--- src/rtl/hcc_pkg.sv ---
package hcc_pkg;

  // Operation applied to one nibble of the down-counter in a cycle
  typedef enum logic [1:0] {
    NIB_HOLD = 2'd0,
    NIB_LOAD = 2'd1,
    NIB_DEC  = 2'd2
  } nib_op_e;

endpackage

--- src/rtl/hcc_nibble.sv ---
module hcc_nibble
  import hcc_pkg::*;
#(
  parameter int NW = 4
) (
  input  logic          clk,
  input  logic          rst_n,
  input  nib_op_e       op,
  input  logic [NW-1:0] ld_val,
  output logic [NW-1:0] q
);

  // Next value of one nibble for a given operation
  function automatic logic [NW-1:0] nib_next(nib_op_e o, logic [NW-1:0] cur,
                                             logic [NW-1:0] lv);
    logic [NW-1:0] r;
    case (o)
      NIB_LOAD: r = lv;
      NIB_DEC:  r = cur - NW'(1);
      default:  r = cur;
    endcase
    return r;
  endfunction

  always_ff @(posedge clk or negedge rst_n) begin
    if (!rst_n) q <= '0;
    else        q <= nib_next(op, q, ld_val);
  end


  nib_dec_chk: assert property (@(posedge clk) disable iff (!rst_n)
    (op == NIB_DEC) |=> (q == ($past(q) - NW'(1))));


  nib_hold_chk: assert property (@(posedge clk) disable iff (!rst_n)
    (op == NIB_HOLD) |=> $stable(q));

endmodule

--- src/rtl/hcc_borrow_stage.sv ---
module hcc_borrow_stage #(
  parameter int LW = 4
) (
  input  logic          clk,
  input  logic          rst_n,
  input  logic          ld,
  input  logic [LW-1:0] ld_low,
  input  logic          step_acc,
  input  logic [LW-1:0] cur_low,
  output logic          brw_q
);

  // After an accepted step the lower field is zero iff it was one before.
  function automatic logic low_zero_after_step(logic [LW-1:0] v);
    return (v == LW'(1));
  endfunction

  // Borrow register updated only by load or step; a load always overwrites it.
  always_ff @(posedge clk or negedge rst_n) begin
    if (!rst_n)        brw_q <= 1'b1;
    else if (ld)       brw_q <= (ld_low == '0);
    else if (step_acc) brw_q <= low_zero_after_step(cur_low);
  end


  stale_brw_chk: assert property (@(posedge clk) disable iff (!rst_n)
    ld |=> (brw_q == (cur_low == '0)));


  brw_track_chk: assert property (@(posedge clk) disable iff (!rst_n)
    (step_acc && !ld) |=> (brw_q == (cur_low == '0)));

endmodule

--- src/rtl/hcell_down_counter.sv ---
module hcell_down_counter
  import hcc_pkg::*;
#(
  parameter  int COL_W = 7,
  parameter  int NIB_W = 4,
  localparam int CNT_W = COL_W + 1
) (
  input  logic             clk,
  input  logic             rst_n,
  input  logic             line_load,
  input  logic [COL_W-1:0] col_count,
  input  logic             cell_step,
  output logic [CNT_W-1:0] cell_count,
  output logic             cells_done
);

  localparam int NIBS = CNT_W / NIB_W;

  // Each character takes two steps, so the line starts at twice the columns
  function automatic logic [CNT_W-1:0] line_start(logic [COL_W-1:0] cols);
    return {cols, 1'b0};
  endfunction

  logic [CNT_W-1:0] load_val;
  logic             at_zero;
  logic             step_acc;
  logic [NIBS-1:0]  nib_brw;

  assign load_val   = line_start(col_count);
  assign at_zero    = (cell_count == '0);
  assign step_acc   = cell_step && !line_load && !at_zero;
  assign cells_done = at_zero;

  for (genvar i = 0; i < NIBS; i++) begin : g_nib
    nib_op_e op;

    if (i == 0) begin : g_first
      assign nib_brw[i] = 1'b1;
    end else begin : g_brw
      hcc_borrow_stage #(.LW(i * NIB_W)) u_brw (
        .clk      (clk),
        .rst_n    (rst_n),
        .ld       (line_load),
        .ld_low   (load_val[i*NIB_W-1:0]),
        .step_acc (step_acc),
        .cur_low  (cell_count[i*NIB_W-1:0]),
        .brw_q    (nib_brw[i])
      );
    end

    always_comb begin
      if (line_load)                 op = NIB_LOAD;
      else if (step_acc && nib_brw[i]) op = NIB_DEC;
      else                           op = NIB_HOLD;
    end

    hcc_nibble #(.NW(NIB_W)) u_nib (
      .clk    (clk),
      .rst_n  (rst_n),
      .op     (op),
      .ld_val (load_val[i*NIB_W +: NIB_W]),
      .q      (cell_count[i*NIB_W +: NIB_W])
    );
  end


  load_chk: assert property (@(posedge clk) disable iff (!rst_n)
    line_load |=> (cell_count == {$past(col_count), 1'b0}));


  dec_chk: assert property (@(posedge clk) disable iff (!rst_n)
    (cell_step && !line_load && (cell_count != '0))
      |=> (cell_count == ($past(cell_count) - CNT_W'(1))));


  zero_hold_chk: assert property (@(posedge clk) disable iff (!rst_n)
    (cell_step && !line_load && cells_done) |=> (cells_done && (cell_count == '0)));


  zero_load_chk: assert property (@(posedge clk) disable iff (!rst_n)
    (line_load && (col_count == '0)) |=> cells_done);


  idle_chk: assert property (@(posedge clk) disable iff (!rst_n)
    (!line_load && !cell_step) |=> $stable(cell_count));


  done_rise_chk: assert property (@(posedge clk) disable iff (!rst_n)
    $rose(cells_done) |-> (cell_count == '0));

endmodule

--- config.mk ---
export PLATFORM = sky130hd
export DESIGN_NAME = hcell_down_counter
export DESIGN_NICKNAME = d
export VERILOG_FILES = /design/src/rtl/hcc_pkg.sv /design/src/rtl/hcc_nibble.sv /design/src/rtl/hcc_borrow_stage.sv /design/src/rtl/hcell_down_counter.sv
export SDC_FILE = /design/constraint.sdc
export NUM_CORES = 1
export LEC_CHECK = 0
export BUFFER_PORTS_ARGS = -buffer_cell sky130_fd_sc_hd__clkbuf_2
export CAP_MARGIN = 20
export CORE_AREA = 10 10 47 49
export DETAILED_ROUTE_END_ITERATION = 10
export DIE_AREA = 0 0 57 59
export PLACE_DENSITY = 0.71
export SETUP_SLACK_MARGIN = 0.02
export SYNTH_ARGS = -nofsm -noshare
export SYNTH_HDL_FRONTEND = slang
export SYNTH_SLANG_ARGS = --single-unit
--- constraint.sdc ---
create_clock -name clk -period 3.1 [get_ports clk]
set_clock_uncertainty 0.1 [all_clocks]
set_input_delay 0.155 -clock clk [delete_from_list [all_inputs] [get_ports clk]]
set_output_delay 0.155 -clock clk [all_outputs]
set_load 0.05 [all_outputs]
==> load_flow_metrics.sql <==
INSERT INTO impl_metrics (metric_group, metric, value, unit) VALUES
('global_route', 'grt.overflow.total', '0', ''),
('placement', 'place.port_buffers', '19', ''),
('timing', 'worst-slew-pin-transition', '0.407', 'ns'),
('synth', 'synthArstFlopShare', '100', '%'),
('synth', 'synth_common_cells', 'sky130_fd_sc_hd__dfrtp_1 (8), sky130_fd_sc_hd__nand2_1 (7), sky130_fd_sc_hd__inv_1 (6), sky130_fd_sc_hd__nor2_1 (6), sky130_fd_sc_hd__ha_1 (5)', ''),
('synth', 'postSynthAreaPerCell', '8.99', 'um^2'),
('clock_tree', 'clock_buffers_created_by_tritoncts', '3', ''),
('die', 'dieHeight', '59', 'um'),
('worst_setup_path', 'critPathLaunchType', 'flop', ''),
('die', 'ioPinCount', '20', ''),
('placement', 'routabilityCongestion', '0.789', ''),
('clock_tree', 'cts.path.max_buffers', '2', ''),
('timing', 'report.final.setup_viol', '0', ''),
('drt', 'drt-pass1-iter-count', '4', ''),
('timing', 'maxSlewViolCount', '0', ''),
('drt', 'route.detailed.wl_per_inst', '13.2', 'um'),
('synth', 'yosysTopAreaCellShare', '34.8', '%'),
('clock_tree', 'cts-root-buf', 'sky130_fd_sc_hd__clkbuf_4', ''),
('finish', 'diodes', '0', ''),
('synth', 'synthTopCellsByArea', 'sky130_fd_sc_hd__dfrtp_1 (35%), sky130_fd_sc_hd__ha_1 (11%), sky130_fd_sc_hd__dfstp_2 (4.6%), sky130_fd_sc_hd__nand2_1 (4.6%), sky130_fd_sc_hd__xnor2_1 (4.6%)', ''),
('power', 'netSwitchingPower', '0.155', 'mW'),
('timing', 'grt_setup_unrepaired', 'no', ''),
('die', 'fp.coreArea', '1400', 'um^2'),
('power', 'power.combinational.fraction', '35.3', '%'),
('die', 'die_width', '57', 'um'),
('global_route', 'grt_pass1_vias', '518', ''),
('drt', 'drt_first_iter_violations', '7', ''),
('run_status', 'violations', 'negative hold slack', ''),
('clock_tree', 'sink_count', '9', ''),
('synth', 'syn_nets', '80', ''),
('timing', 'fmaxAchievable', '0.519', 'GHz'),
('worst_setup_path', 'worst_ep_required_time', '2.84', 'ns'),
('synth', 'synth_sequential_area_ratio', '39.3', '%'),
('clock_tree', 'clk_pin_slew', '0.07', 'ns'),
('synth', 'post_synth_top_flop', 'sky130_fd_sc_hd__dfrtp_1', ''),
('drt', 'drc_violation_count_after_routing', '0', ''),
('drt', 'antenna_violating_nets_post_route', '0', ''),
('die', 'fp-row-count', '14', ''),
('power', 'power_frac_clock', '26.4', '%'),
('clock_tree', 'clk_latency', '0.27', 'ns'),
('global_route', 'grt_antenna_before_repair', '0', ''),
('timing', 'hold_viol', '1', ''),
('finish', 'syn2layout_area_growth', '28.5', '%'),
('power', 'power.density', '513', 'nW/um^2'),
('die', 'die-area', '3360', 'um^2'),
('timing', 'hold_slack', '-0.00647', 'ns'),
('timing', 'final_period_minus_worst_setup_slack', '1.93', 'ns'),
('synth', 'synth_edf_count', '0', ''),
('worst_setup_path', 'path_max_fanout', '7', ''),
('synth', 'yosysUniqueCellTypes', '23', ''),
('synth', 'synth.most_common_cell', 'sky130_fd_sc_hd__dfrtp_1', ''),
('timing', 'setup_total_negative_slack', '0', 'ns'),
('worst_setup_path', 'timing.setup.critical_path_class', 'flop to output pin', ''),
('synth', 'synth-seq-cells', '9', ''),
('timing', 'min_period_over_period', '62.1', '%'),
('clock_tree', 'clock_tree.htree_level_count', '1', ''),
('power', 'ir_worst_vdd', '0.000280', 'V'),
('worst_setup_path', 'worst_ep_arrival_time', '1.67', 'ns'),
('synth', 'ys_warn_count', '0', ''),
('job', 'drv.max_cap_violation_count', '0', ''),
('power', 'seq_power_share', '38.4', '%'),
('run_status', 'run_status', 'finished, violations left', ''),
('clock_tree', 'post_cts.repair.setup_buffers', '0', ''),
('finish', 'nNetsFinal', '105', ''),
('power', 'design_power_total', '0.379', 'mW'),
('synth', 'syn_area', '576', 'um^2'),
('finish', 'layout.cells.non_filler', '104', ''),
('power', 'power.leakage', '0.359', 'nW'),
('drt', 'average_via_count_per_standard_cell', '5.10', ''),
('global_route', 'groute.usage.overall', '7.99', '%'),
('finish', 'drive_gt1_share', '29.5', '%');
[placed cells by master (no fill, tap or decap), drive strengths merged]
master       instances
clkbuf              23
dfrtp                8
nand2                7
nor2                 6
inv                  6
ha                   5
a21oi                5
nor3                 4
xnor2                3
o21ai                3
dlygate4sd3          3
a211oi               2
nand3                2
a221o                2
and4bb               1
and2                 1
or4b                 1
a211o                1
nand4                1
a21bo                1
nand4b               1
a31oi                1
dfstp                1
[critical path, cell delays in order (launching register included)]
cell	delay, ns
sky130_fd_sc_hd__dfrtp_1	0.41
sky130_fd_sc_hd__inv_1	0.12
sky130_fd_sc_hd__ha_1	0.18
sky130_fd_sc_hd__and4bb_4	0.28
sky130_fd_sc_hd__and2_1	0.13
sky130_fd_sc_hd__clkbuf_2	0.27
[stage by stage]
stage / area [um^2] / hold WS, ns / setup WS [ns]
CTS: 739 / 0.00469 / 1.18
detailed placement: 683 / -0.0699 / 1.39
finish: 739 / -0.00647 / 1.17
global route: 739 / 0.0304 / 1.11
global placement: 683 / -0.0709 / 1.41
floorplan: 576 / -0.241 / 1.12
[per-layer routing]
| metal | global-route usage (%) | wire length (um) |
|---|---|---|
| met4 | 3.02 | 16 |
| met1 | 7.70 | 578 |
| met2 | 15.2 | 708 |
| met5 | 0 | 0 |
| met3 | 2.79 | 74 |
[sequential cells by signal (all words and copies together) (netlist names)]
signal	count
g_nib.u_nib.q	8
g_nib.g_brw.u_brw.brw_q	1
[power groups by stage]
stage | logic, mW | clock network, mW | registers, mW
2_1_floorplan | 0.0527 | 0 | 0.190
3_3_place_gp | 0.130 | 0 | 0.147
3_5_place_dp | 0.132 | 0 | 0.147
4_1_cts | 0.135 | 0.0968 | 0.145
5_1_grt | 0.147 | 0.101 | 0.147
6_report | 0.134 | 0.100 | 0.145
[final cells by class]
type / instances / area, um^2 / area share [%]
flip-flops and latches: 9 / 226 / 30.6
repair buffers: 22 / 125 / 16.9
well taps: 16 / 20.0 / 2.71
clock buffers: 4 / 26.3 / 3.55
multi-input cells: 47 / 319 / 43.1
inverters: 6 / 22.5 / 3.05
[cells by family (layout without fill, tap and decap cells)]
kind of cell	Yosys count	after routing	synth area share (%)
compound gates	15	15	18.0
xor+xnor	3	3	4.57
fa+ha+maj	5	5	10.9
buf+inv	8	32	5.22
flops	9	9	39.3
simple gates	24	24	22.0
[repair_timing]
item	4_1_cts	5_1_grt
hold buffers	3	0
endpoints found under the hold margin	11	0
endpoints found under the setup margin	0	0
[final timing paths]
| path | from | endpoint | slack, ns | cells past startpoint |
|---|---|---|---|---|
| setup reg to reg | g_nib[0].u_nib.q[0]$_DFFE_PN0P_ | g_nib[1].u_nib.q[1]$_DFFE_PN0P_ | 1.37 | 6 |
| max in group asynchronous | rst_n | g_nib[1].g_brw.u_brw.brw_q$_DFFE_PN1P_ | 2.45 | 2 |
| setup / recovery | g_nib[0].u_nib.q[0]$_DFFE_PN0P_ | cells_done | 1.17 | 5 |
| min in group asynchronous | rst_n | g_nib[0].u_nib.q[1]$_DFFE_PN0P_ | 0.19 | 2 |
| hold / removal | col_count[5] | g_nib[1].u_nib.q[2]$_DFFE_PN0P_ | -0.006 | 3 |
| hold reg to reg | g_nib[1].g_brw.u_brw.brw_q$_DFFE_PN1P_ | g_nib[1].g_brw.u_brw.brw_q$_DFFE_PN1P_ | 0.40 | 2 |
Note: power is estimated with default switching activity, not from simulation.
